--- config.mk ---
export PLATFORM = sky130hd
export DESIGN_NAME = dual_match_timer
export DESIGN_NICKNAME = d
export VERILOG_FILES = /design/src/rtl/dmt_pkg.sv /design/src/rtl/dmt_prescaler.sv /design/src/rtl/dmt_comparator.sv /design/src/rtl/dual_match_timer.sv
export SDC_FILE = /design/constraint.sdc
export NUM_CORES = 1
export LEC_CHECK = 0
export ABC_AREA = 1
export BUFFER_PORTS_ARGS = -buffer_cell sky130_fd_sc_hd__buf_2
export CAP_MARGIN = 20
export CORE_MARGIN = 4
export CORE_UTILIZATION = 56
export CTS_BUF_LIST = sky130_fd_sc_hd__clkbuf_4 sky130_fd_sc_hd__clkbuf_8 sky130_fd_sc_hd__clkbuf_16
export DETAILED_ROUTE_END_ITERATION = 16
export HOLD_SLACK_MARGIN = 0.05
export PLACE_DENSITY = 0.81
export REMOVE_ABC_BUFFERS = 1
export SLEW_MARGIN = 20
export SYNTH_ARGS = -nofsm -noshare
export SYNTH_HDL_FRONTEND = slang
export SYNTH_SLANG_ARGS = --single-unit
--- constraint.sdc ---
create_clock -name clk -period 3.6 [get_ports clk]
set_input_delay 0.72 -clock clk [delete_from_list [all_inputs] [get_ports clk]]
set_output_delay 0.72 -clock clk [all_outputs]
set_load 0.02 [all_outputs]
--- src/rtl/dmt_pkg.sv ---
`timescale 1ns/1ps
package dmt_pkg;
    typedef logic [3:0] reg_addr_t;

    localparam reg_addr_t ADDR_CNT_HI    = 4'd0;
    localparam reg_addr_t ADDR_CNT_LO    = 4'd1;
    localparam reg_addr_t ADDR_RATIO     = 4'd2;
    localparam reg_addr_t ADDR_STATUS    = 4'd3;
    localparam reg_addr_t ADDR_A_LO      = 4'd4;
    localparam reg_addr_t ADDR_A_HI      = 4'd5;
    localparam reg_addr_t ADDR_OUT_STAGE = 4'd8;
    localparam reg_addr_t ADDR_OUT_SEL   = 4'd9;
    localparam int        NUM_REGS       = 16;
    localparam int        NUM_CMP        = 2;
endpackage

--- src/rtl/dmt_prescaler.sv ---
`timescale 1ns/1ps
module dmt_prescaler #(
    parameter int RATIO_W = 8
) (
    input  logic               clk,
    input  logic               rst,
    input  logic [RATIO_W-1:0] ratio,
    output logic               tick
);
    typedef struct packed {
        logic               half;
        logic [RATIO_W-1:0] div;
    } pre_t;

    pre_t st_d, st_q;

    always_comb begin
        st_d      = st_q;
        tick      = 1'b0;
        st_d.half = ~st_q.half;
        if (st_q.half) begin
            // >= keeps the divider bounded if the ratio shrinks mid-count
            if (st_q.div >= ratio) begin
                tick     = 1'b1;
                st_d.div = '0;
            end else begin
                st_d.div = st_q.div + RATIO_W'(1);
            end
        end
    end

    always_ff @(posedge clk) begin
        if (rst) st_q <= '0;
        else     st_q <= st_d;
    end
endmodule

--- src/rtl/dmt_comparator.sv ---
`timescale 1ns/1ps
module dmt_comparator #(
    parameter int CNT_W = 10,
    localparam int HI_W = CNT_W - 8
) (
    input  logic             clk,
    input  logic             rst,
    input  logic             tick,
    input  logic [CNT_W-1:0] cnt_next,
    input  logic             wr_lo,
    input  logic             wr_hi,
    input  logic [7:0]       wdata_lo,
    input  logic [HI_W-1:0]  wdata_hi,
    output logic [CNT_W-1:0] active,
    output logic [CNT_W-1:0] stage,
    output logic             hit,
    output logic             pulse
);
    typedef struct packed {
        logic [CNT_W-1:0] active;
        logic [CNT_W-1:0] stage;
        logic             pulse;
    } cmp_t;

    cmp_t st_d, st_q;

    always_comb begin
        st_d       = st_q;
        hit        = tick && (cnt_next == st_q.active);
        st_d.pulse = hit;
        if (hit)   st_d.active            = st_q.stage;
        if (wr_lo) st_d.stage[7:0]        = wdata_lo;
        if (wr_hi) st_d.stage[CNT_W-1:8]  = wdata_hi;
    end

    always_ff @(posedge clk) begin
        if (rst) begin
            st_q.active <= '1;
            st_q.stage  <= '1;
            st_q.pulse  <= 1'b0;
        end else begin
            st_q <= st_d;
        end
    end

    assign active = st_q.active;
    assign stage  = st_q.stage;
    assign pulse  = st_q.pulse;
endmodule

--- src/rtl/dual_match_timer.sv ---
`timescale 1ns/1ps
module dual_match_timer
    import dmt_pkg::*;
#(
    parameter int CNT_W   = 10,
    parameter int RATIO_W = 8,
    parameter int PORT_W  = 8
) (
    input  logic              clk,
    input  logic              rst,
    input  logic              bus_wr,
    input  logic              bus_rd,
    input  logic [3:0]        bus_addr,
    input  logic [7:0]        bus_wdata,
    output logic [15:0]       bus_rdata,
    output logic [PORT_W-1:0] out_pins,
    output logic [1:0]        match_pulse,
    output logic              irq
);
    localparam int HI_W = CNT_W - 8;

    typedef struct packed {
        logic [CNT_W-1:0]   cnt;
        logic [RATIO_W-1:0] ratio;
        logic [NUM_CMP-1:0] flags;
        logic [PORT_W-1:0]  stage;
        logic               sel;
        logic [PORT_W-1:0]  pins;
    } top_t;

    top_t st_d, st_q;

    logic                           tick;
    logic [CNT_W-1:0]               cnt_next;
    logic [NUM_CMP-1:0]             hit;
    logic [NUM_CMP-1:0]             pulse;
    logic [NUM_CMP-1:0]             wr_lo;
    logic [NUM_CMP-1:0]             wr_hi;
    logic [NUM_CMP-1:0][CNT_W-1:0]  act;
    logic [NUM_CMP-1:0][CNT_W-1:0]  stg;
    logic [7:0]                     rbank [NUM_REGS];
    logic [3:0]                     addr_nx;
    logic                           rd_clear;
    logic                           port_hit;

    dmt_prescaler #(.RATIO_W(RATIO_W)) u_pre (
        .clk   (clk),
        .rst   (rst),
        .ratio (st_q.ratio),
        .tick  (tick)
    );

    assign cnt_next = tick ? st_q.cnt + CNT_W'(1) : st_q.cnt;

    for (genvar i = 0; i < NUM_CMP; i++) begin : g_cmp
        assign wr_lo[i] = bus_wr && (bus_addr == 4'(ADDR_A_LO + 2 * i));
        assign wr_hi[i] = bus_wr && (bus_addr == 4'(ADDR_A_HI + 2 * i));

        dmt_comparator #(.CNT_W(CNT_W)) u_cmp (
            .clk      (clk),
            .rst      (rst),
            .tick     (tick),
            .cnt_next (cnt_next),
            .wr_lo    (wr_lo[i]),
            .wr_hi    (wr_hi[i]),
            .wdata_lo (bus_wdata),
            .wdata_hi (bus_wdata[HI_W-1:0]),
            .active   (act[i]),
            .stage    (stg[i]),
            .hit      (hit[i]),
            .pulse    (pulse[i])
        );
    end

    // read bank: every address yields a byte, unmapped ones read zero
    always_comb begin
        for (int k = 0; k < NUM_REGS; k++) rbank[k] = '0;
        rbank[ADDR_CNT_HI][HI_W-1:0]   = st_q.cnt[CNT_W-1:8];
        rbank[ADDR_CNT_LO]             = st_q.cnt[7:0];
        rbank[ADDR_RATIO][RATIO_W-1:0] = st_q.ratio;
        rbank[ADDR_STATUS][NUM_CMP-1:0] = st_q.flags;
        for (int i = 0; i < NUM_CMP; i++) begin
            rbank[4'(ADDR_A_LO + 2 * i)]           = stg[i][7:0];
            rbank[4'(ADDR_A_HI + 2 * i)][HI_W-1:0] = stg[i][CNT_W-1:8];
        end
        rbank[ADDR_OUT_STAGE][PORT_W-1:0] = st_q.stage;
        rbank[ADDR_OUT_SEL][0]            = st_q.sel;
    end

    assign addr_nx   = bus_addr + 4'd1;
    assign bus_rdata = {rbank[addr_nx], rbank[bus_addr]};
    assign rd_clear  = bus_rd && (bus_addr == ADDR_STATUS);
    assign port_hit  = st_q.sel ? hit[1] : hit[0];

    always_comb begin
        st_d       = st_q;
        st_d.cnt   = cnt_next;
        st_d.flags = (rd_clear ? '0 : st_q.flags) | hit;
        if (port_hit) st_d.pins = st_q.stage;
        if (bus_wr) begin
            case (bus_addr)
                ADDR_RATIO:     st_d.ratio = bus_wdata[RATIO_W-1:0];
                ADDR_OUT_STAGE: st_d.stage = bus_wdata[PORT_W-1:0];
                ADDR_OUT_SEL:   st_d.sel   = bus_wdata[0];
                default:        ;
            endcase
        end
    end

    always_ff @(posedge clk) begin
        if (rst) st_q <= '0;
        else     st_q <= st_d;
    end

    assign out_pins    = st_q.pins;
    assign match_pulse = pulse;
    assign irq         = |st_q.flags;
endmodule

==> results.toml, run 1 <==
[logic_synthesis]
netlist_top_cells_area = "dfxtp_1, nand2_1, nand3_1, inv_1, o21ai_0"
synth_top_cell_by_area = "dfxtp_1"
yosysUniqueCellTypes = 37
ys_seq_area_share_pct = 35.8
synth-edff-count = 0
synthArstFlopShare_pct = 0
synth_top_area_share_pct = 35.8
synth_seq_cells = 88
synth_ff_type = "dfxtp_1"
netlist_top_cells_count = "nand2_1, dfxtp_1, inv_1"
yosysMostFrequentCell = "nand2_1"
synth_cells = 731
syn_area_um2 = 4920
syn_avg_cell_area_um2 = 6.73
synth_warnings = 0

[clocking]
clock_sinks = 88
post_cts_buffers = 0
clk_pin_slew_ns = 0.09
root_buffer = "clkbuf_8"
numCtsBuffers = 9
h-tree-depth = 3
clk_path_buf_depth = 2
clock_latency_ns = 0.36
holdBufCountCts = 0
cts_resized = 0
cts_tree = "built"

[routing]
first_pass_iters = 7
drc_errors = 0
wl_per_cell_um = 16.6
vias_per_cell = 5.86
antenna_left = 0
drt_iter0_drc = 617
dr_total_vias = 5125
wl_mm = 14.5

[sta]
tightest_slew_ns = 0.590
timing.hold.ws_ns = 0.474
clock.fmax_ghz = 0.306
fin_crit_sh_pct = 90.7
rsz0062_at_grt = "no"
period_needed_ns = 3.27
report.final.slew_viol_count = 0
hold_viol_final = 0
final.setup.tns_ns = 0
slew_headroom_pct = 60.6
finalSetupViolations = 0
skew_ns = 0.0141

[die]
dieArea_um2 = 10400
core_um2 = 8380
row_count = 33
dieWidth_um = 102
num_io_pins = 43
initial_core_util_pct = 58.7
die_height_um = 102

[power]
power_leakage_nw = 2.44
power_density_nw_per_um2 = 366
ir_drop_v = 0.000194

[worst_setup_path]
endpoint_kind = "primary output"
required_ns = 2.88
slowest_delay_ns = 0.33
cp_max_fo = 11
start_kind = "input port"
path_class = "input port to primary output"
arrival_ns = 2.55
path_cells = "buf_2, ha_1, xnor2_1, clkinv_1, nand2_1, o22ai_1, nand2_1, o21ai_0, buf_2"
worstRegToRegCells = 18
cp_slowest_cell = "clkinv_1"

[min_path]
hp-class = "flop to flop"
min_path_cells = 2

[place]
hpwl_mm = 11.0
gp_congestion = 0.937
port_buffers = 42
detailed_place.area_um2 = 5200

[status]
status = "finished, final reports clean"

[final_layout]
area_growth_pct = 9.41
diodes = 0
finish.instance_area_um2 = 5390
final_nets = 795
fillCellCount = 764
fin_util_pct = 64.2
layout-drive-gt1-share_pct = 12.2

[run]
cap_violations = 0

[global_routing]
grt_max_degree = 39
antenna_found_initial = 0
grtUsageTotal_pct = 29.1
grt_pass1_vias = 4808
globalRouteOverflowTotal = 0
grt_pass1_wl_mm = 23.7
routing by layer:
layer / track usage, % / up-vias / part of all wire (%)
li1: - / 2459 / -
met4: 11.8 / 0 / 3.5
met2: 47.2 / 275 / 47
met5: 0 / - / 0
met1: 38.9 / 2328 / 41
met3: 4.34 / 63 / 8.6
cells in the final DEF, fill, tap and decap left out, drive strengths merged, types with 9 or more instances in the layout:
cell    instances
nor3           10
ha             14
o211ai         23
dfxtp          88
nor2           71
o21ai          52
nand2         203
o22ai           9
nand3          63
buf            55
inv            84
clkbuf         11
a21oi          37
power breakdown:
group,internal [mW],switching (mW)
clock network,0.281,0.373
registers,0.991,0.0213
logic,0.0964,0.209
total,1.37,0.604
worst max-delay path, delay by kind of cell:
| kind | cells | cell delay, ns |
|---|---|---|
| fa+ha+maj | 1 | 0.25 |
| xor+xnor | 1 | 0.31 |
| simple gates | 2 | 0.32 |
| compound gates | 2 | 0.23 |
| buf+inv | 3 | 0.70 |
cells by family after synthesis:
group,after synthesis,synth area share (%)
AO/OA/AOI/OAI,135,15.9
flip-flops,88,35.8
adder cells (fa/ha/maj),14,3.56
multiplexers,6,1.22
buffers and inverters,116,9.94
AND/OR/NAND/NOR,362,31.9
XOR/XNOR,10,1.78
sequential cells by signal, indices dropped and copies added, names as in the netlist:
signal	cells
u_pre.st_q	9
rbank	29
out_pins	8
g_cmp.u_cmp.pulse	2
g_cmp.u_cmp.active	20
g_cmp.u_cmp.stage	20
stage by stage:
stage	total power [mW]	cells	setup slack [ns]
floorplan	1.22	699	0.431
global placement	1.32	859	0.448
detailed placement	1.33	859	0.398
CTS	1.97	875	0.382
global route	2.06	875	0.0922
finish	1.97	875	0.334
area by class of cell:
cell class	instances	area, um^2	share of cell area (%)
Multi-Input combinational cell	527	2670	49.6
Tap cell	105	131	2.44
Clock buffer	11	145	2.70
Sequential cell	88	1760	32.7
Inverter	84	315	5.86
Clock inverter	5	40.0	0.743
Timing Repair Buffer	55	320	5.95
path summary, 6_finish.rpt:
kind                                 endpoint  slack, ns         from
worst min register to register      rbank[97]       0.47    rbank[97]
worst max register to register      rbank[96]       0.45   rbank[107]
worst max-delay path            bus_rdata[15]       0.33  bus_addr[1]
worst min-delay path                rbank[97]       0.47    rbank[97]
No activity file was read; power rests on OpenSTA's default activity.
==> run 2, diff against run 1 <==
--- a/constraint.sdc
+++ b/constraint.sdc
@@ -3,2 +3,2 @@
 set_output_delay 0.72 -clock clk [all_outputs]
-set_load 0.02 [all_outputs]
+set_load 0.1 [all_outputs]
==> results.toml, run 2 (synthesis results as in run 1) <==
[power]
power_frac_clock_pct = 33.2
ir_drop_v = 0.000222
p_int_mw = 1.48
comb_power_share_pct = 20.3
power_leakage_nw = 2.53
power_density_nw_per_um2 = 385
p_sw_mw = 0.696
swShare_pct = 31.9
power_frac_seq_pct = 46.4

[clocking]
post_cts_buffers = 0
clk_path_buf_depth = 2
clock_latency_ns = 0.36
numCtsBuffers = 9
holdBufCountCts = 0
cts_resized = 0
h-tree-depth = 3
clk_pin_slew_ns = 0.09
root_buffer = "clkbuf_8"
clock_sinks = 88
cts_tree = "built"

[sta]
period_needed_ns = 3.31
tightest_slew_ns = 0.669
hold_viol_final = 0
report.final.slew_viol_count = 0
skew_ns = 0.00781
finalSetupViolations = 0
clock.fmax_ghz = 0.302
fin_crit_sh_pct = 92.0
timing.hold.ws_ns = 0.478
rsz0062_at_grt = "no"
slew_headroom_pct = 55.3
final.setup.tns_ns = 0

[routing]
drt_iter0_drc = 411
vias_per_cell = 5.84
antenna_left = 0
dr_total_vias = 5135
wl_mm = 14.6
first_pass_iters = 6
wl_per_cell_um = 16.6
drc_errors = 0

[worst_setup_path]
cpMostUsedCell = "buf_4"
r2r_setup_slack_ns = 0.35
cp_max_fo = 15
path_cells = "buf_2, inv_1, ha_1, buf_4, buf_4, mux2i_1, o22ai_1, nand2_1, o21ai_0, buf_12"
slowest_delay_ns = 0.45
path_class = "input port to primary output"
critPathBufInv = 5
path_delay_family = "buffers and inverters"
start_kind = "input port"
endpoint_kind = "primary output"
arrival_ns = 2.59
cp_slowest_cell = "ha_1"
reg2reg_to = "out_pins[6]"
required_ns = 2.88
reg2reg_from = "rbank[107]"
worstRegToRegCells = 19

[die]
row_count = 33
initial_core_util_pct = 58.7
num_io_pins = 43
dieWidth_um = 102
dieArea_um2 = 10400
die_height_um = 102
core_um2 = 8380

[global_routing]
grtUsageTotal_pct = 29.4
antenna_found_initial = 0
globalRouteOverflowTotal = 0
grt_pass1_wl_mm = 23.7
grt_max_degree = 41
grt_pass1_vias = 4790

[min_path]
hold_end = "rbank[96]"
min_path_cells = 2
hp-class = "flop to flop"
hp-start = "rbank[96]"

[final_layout]
largest_reg_flops = 29
fillCellCount = 730
multi_input_area_um2 = 2670
diodes = 0
register_area_um2 = 1760
final_nets = 799
area_growth_pct = 15.2
final_cell_mix = "nand2_1, dfxtp_1, inv_1"
mostFrequentLayoutCell = "nand2_1"
layout-drive-gt1-share_pct = 12.7

[place]
port_buffers = 42
gp_congestion = 1.01
hpwl_mm = 10.9

[status]
status = "finished, final reports clean"

[run]
cap_violations = 0
run 2: power by group through the flow:
| stage | logic (mW) | clock network [mW] | registers [mW] |
|---|---|---|---|
| floorplan | 0.272 | 0 | 1.03 |
| global placement | 0.427 | 0 | 1.03 |
| detailed placement | 0.434 | 0 | 1.03 |
| CTS | 0.437 | 0.729 | 1.01 |
| global route | 0.471 | 0.776 | 1.01 |
| finish | 0.443 | 0.725 | 1.01 |
run 2: cell type report:
cell class                      instances  area share, %
Clock inverter                          5           1.15
Timing Repair Buffer                   59           10.2
Sequential cell                        88           31.1
Tap cell                              105           2.32
Clock buffer                           11           2.56
Multi-Input combinational cell        527           47.1
Inverter                               84           5.56
run 2: per-layer routing:
metal / track usage [%] / wire length [um]
met5: 0 / 0
met4: 13.1 / 533
met1: 37.7 / 6070
met3: 5.58 / 1300
met2: 48.2 / 6710
run 2: metrics by stage:
stage / setup WS [ns] / util (%) / instances / power [mW] / area [um^2]
after floorplan: -1.78 / - / 699 / 1.30 / 4750
after global placement: 0.403 / 65.1 / 863 / 1.46 / 5460
after detailed placement: 0.338 / 65.1 / 863 / 1.47 / 5460
after CTS: 0.339 / 67.6 / 879 / 2.18 / 5670
after global routing: 0.151 / 67.6 / 879 / 2.26 / 5670
final: 0.286 / 67.6 / 879 / 2.18 / 5670
run 2: tightest hold or removal path: cells and delay by family, from the launching register on:
family        cells  cell delay [ns]
simple gates      2             0.12
flops             1             0.32
run 2: worst max path at each step:
stage / startpoint / to / cells after the start
2_1_floorplan: bus_addr[0] / bus_rdata[1] / 3
3_3_place_gp: bus_addr[1] / bus_rdata[10] / 9
3_5_place_dp: bus_addr[1] / bus_rdata[13] / 10
4_1_cts: bus_addr[1] / bus_rdata[13] / 10
5_1_grt: rbank[107] / g_cmp[0].u_cmp.active[0] / 18
6_report: bus_addr[1] / bus_rdata[13] / 10
==> run 3, diff against run 2 <==
Settings changed: CORE_UTILIZATION 56 to 50, PLACE_DENSITY 0.81 to 0.74.
==> results.toml, run 3 (synthesis results as in run 1) <==
[die]
core_um2 = 9420
num_io_pins = 43
initial_core_util_pct = 52.3
dieArea_um2 = 11500
row_count = 35
dieWidth_um = 107
die_height_um = 107

[clocking]
cts_resized = 0
clock_sinks = 88
root_buffer = "clkbuf_8"
clock_latency_ns = 0.37
cts_tree = "built"
numCtsBuffers = 9
h-tree-depth = 3
post_cts_buffers = 0
holdBufCountCts = 0
clk_path_buf_depth = 2
clk_pin_slew_ns = 0.09

[routing]
drt_iter0_drc = 468
wl_per_cell_um = 16.3
dr_total_vias = 5102
vias_per_cell = 5.66
wl_mm = 14.7
antenna_left = 0
drc_errors = 0
first_pass_iters = 6

[final_layout]
finish.instance_area_um2 = 5670
area_growth_pct = 15.1
layout-drive-gt1-share_pct = 12.5
mostFrequentLayoutCell = "nand2_1"
diodes = 0
final_nets = 798
layoutNonFillerInstCount = 902
final_cell_mix = "nand2_1, dfxtp_1, inv_1"
largest_reg_flops = 29

[worst_setup_path]
start_kind = "input port"
arrival_ns = 2.60
endpoint_kind = "primary output"
cp_max_fo = 14
required_ns = 2.88
path_class = "input port to primary output"

[global_routing]
grtUsageTotal_pct = 26.8
grt_max_degree = 42
busiest_layer = "met2"
grt_pass1_vias = 4955
met3_usage_pct = 4.46
grt.met2_usage_pct = 43.2
antenna_found_initial = 0
grt_pass1_wl_mm = 24.4
use_met1_pct = 35.3
globalRouteOverflowTotal = 0

[run]
cap_violations = 0

[power]
power_frac_seq_pct = 47.5
p_total_mw = 2.13
p_int_mw = 1.40
comb_power_share_pct = 20.9
power_leakage_nw = 2.51
swShare_pct = 34.4
power_frac_clock_pct = 31.6
p_sw_mw = 0.733
ir_drop_v = 0.000218
power_density_nw_per_um2 = 376

[status]
status = "finished, final reports clean"

[sta]
rsz0062_at_grt = "no"
skew_ns = 0.0119
slew_headroom_pct = 48.2
clock.fmax_ghz = 0.302
report.final.slew_viol_count = 0
finalSetupViolations = 0
hold_viol_final = 0
period_needed_ns = 3.32
timing.hold.ws_ns = 0.479
fin_crit_sh_pct = 92.1
tightest_slew_ns = 0.775

[place]
hpwl_mm = 11.1
placedCellCount = 886
detailed_place.area_um2 = 5480
port_buffers = 42
gp_congestion = 1.00

[min_path]
hp-class = "flop to flop"
==> run 3: per-stage QoR <==
step / worst slack, ns / TNS (ns) / utilization, %
floorplan: -1.78 / -12.23 / -
global placement: 0.382 / 0 / 58.2
detailed placement: 0.348 / 0 / 58.2
CTS: 0.338 / 0 / 60.2
global route: 0.0560 / 0 / 60.2
finish: 0.285 / 0 / 60.2
==> run 3: power by group through the flow <==
stage               Clock [mW]  Combinational, mW  Sequential [mW]
floorplan                    0              0.272             1.03
global placement             0              0.429             1.03
detailed placement           0              0.436             1.03
CTS                      0.681              0.438             1.01
global route             0.723              0.477             1.01
finish                   0.673              0.444             1.01
==> run 3: layer usage <==
metal  vias up  part of all wire (%)
met5         -                     0
met4         0                   3.5
met3        62                   8.3
met2       249                    47
met1      2318                    42
li1       2473                     -
==> run 3: layout make-up <==
class	instances	area, um^2
Fill cell	891	3750
Sequential cell	88	1760
Timing Repair Buffer	58	571
Clock inverter	7	62.6
Clock buffer	9	124
Inverter	84	315
Tap cell	129	161
Multi-Input combinational cell	527	2670
==> run 3: worst paths after layout <==
check                            startpoint            end  slack (ns)  cells past startpoint
worst max-delay path            bus_addr[1]  bus_rdata[12]        0.28                     10
worst min-delay path              rbank[96]      rbank[96]        0.48                      2
worst max register to register   rbank[106]      rbank[96]        0.45                     18
worst min register to register    rbank[96]      rbank[96]        0.48                      2
==> run 3: critical path, cell delays in order <==
cell	delay [ns]
buf_2	0.20
inv_1	0.09
ha_1	0.43
buf_4	0.25
buf_4	0.15
mux2i_1	0.19
o22ai_1	0.09
nand2_1	0.06
o21ai_0	0.18
buf_12	0.23
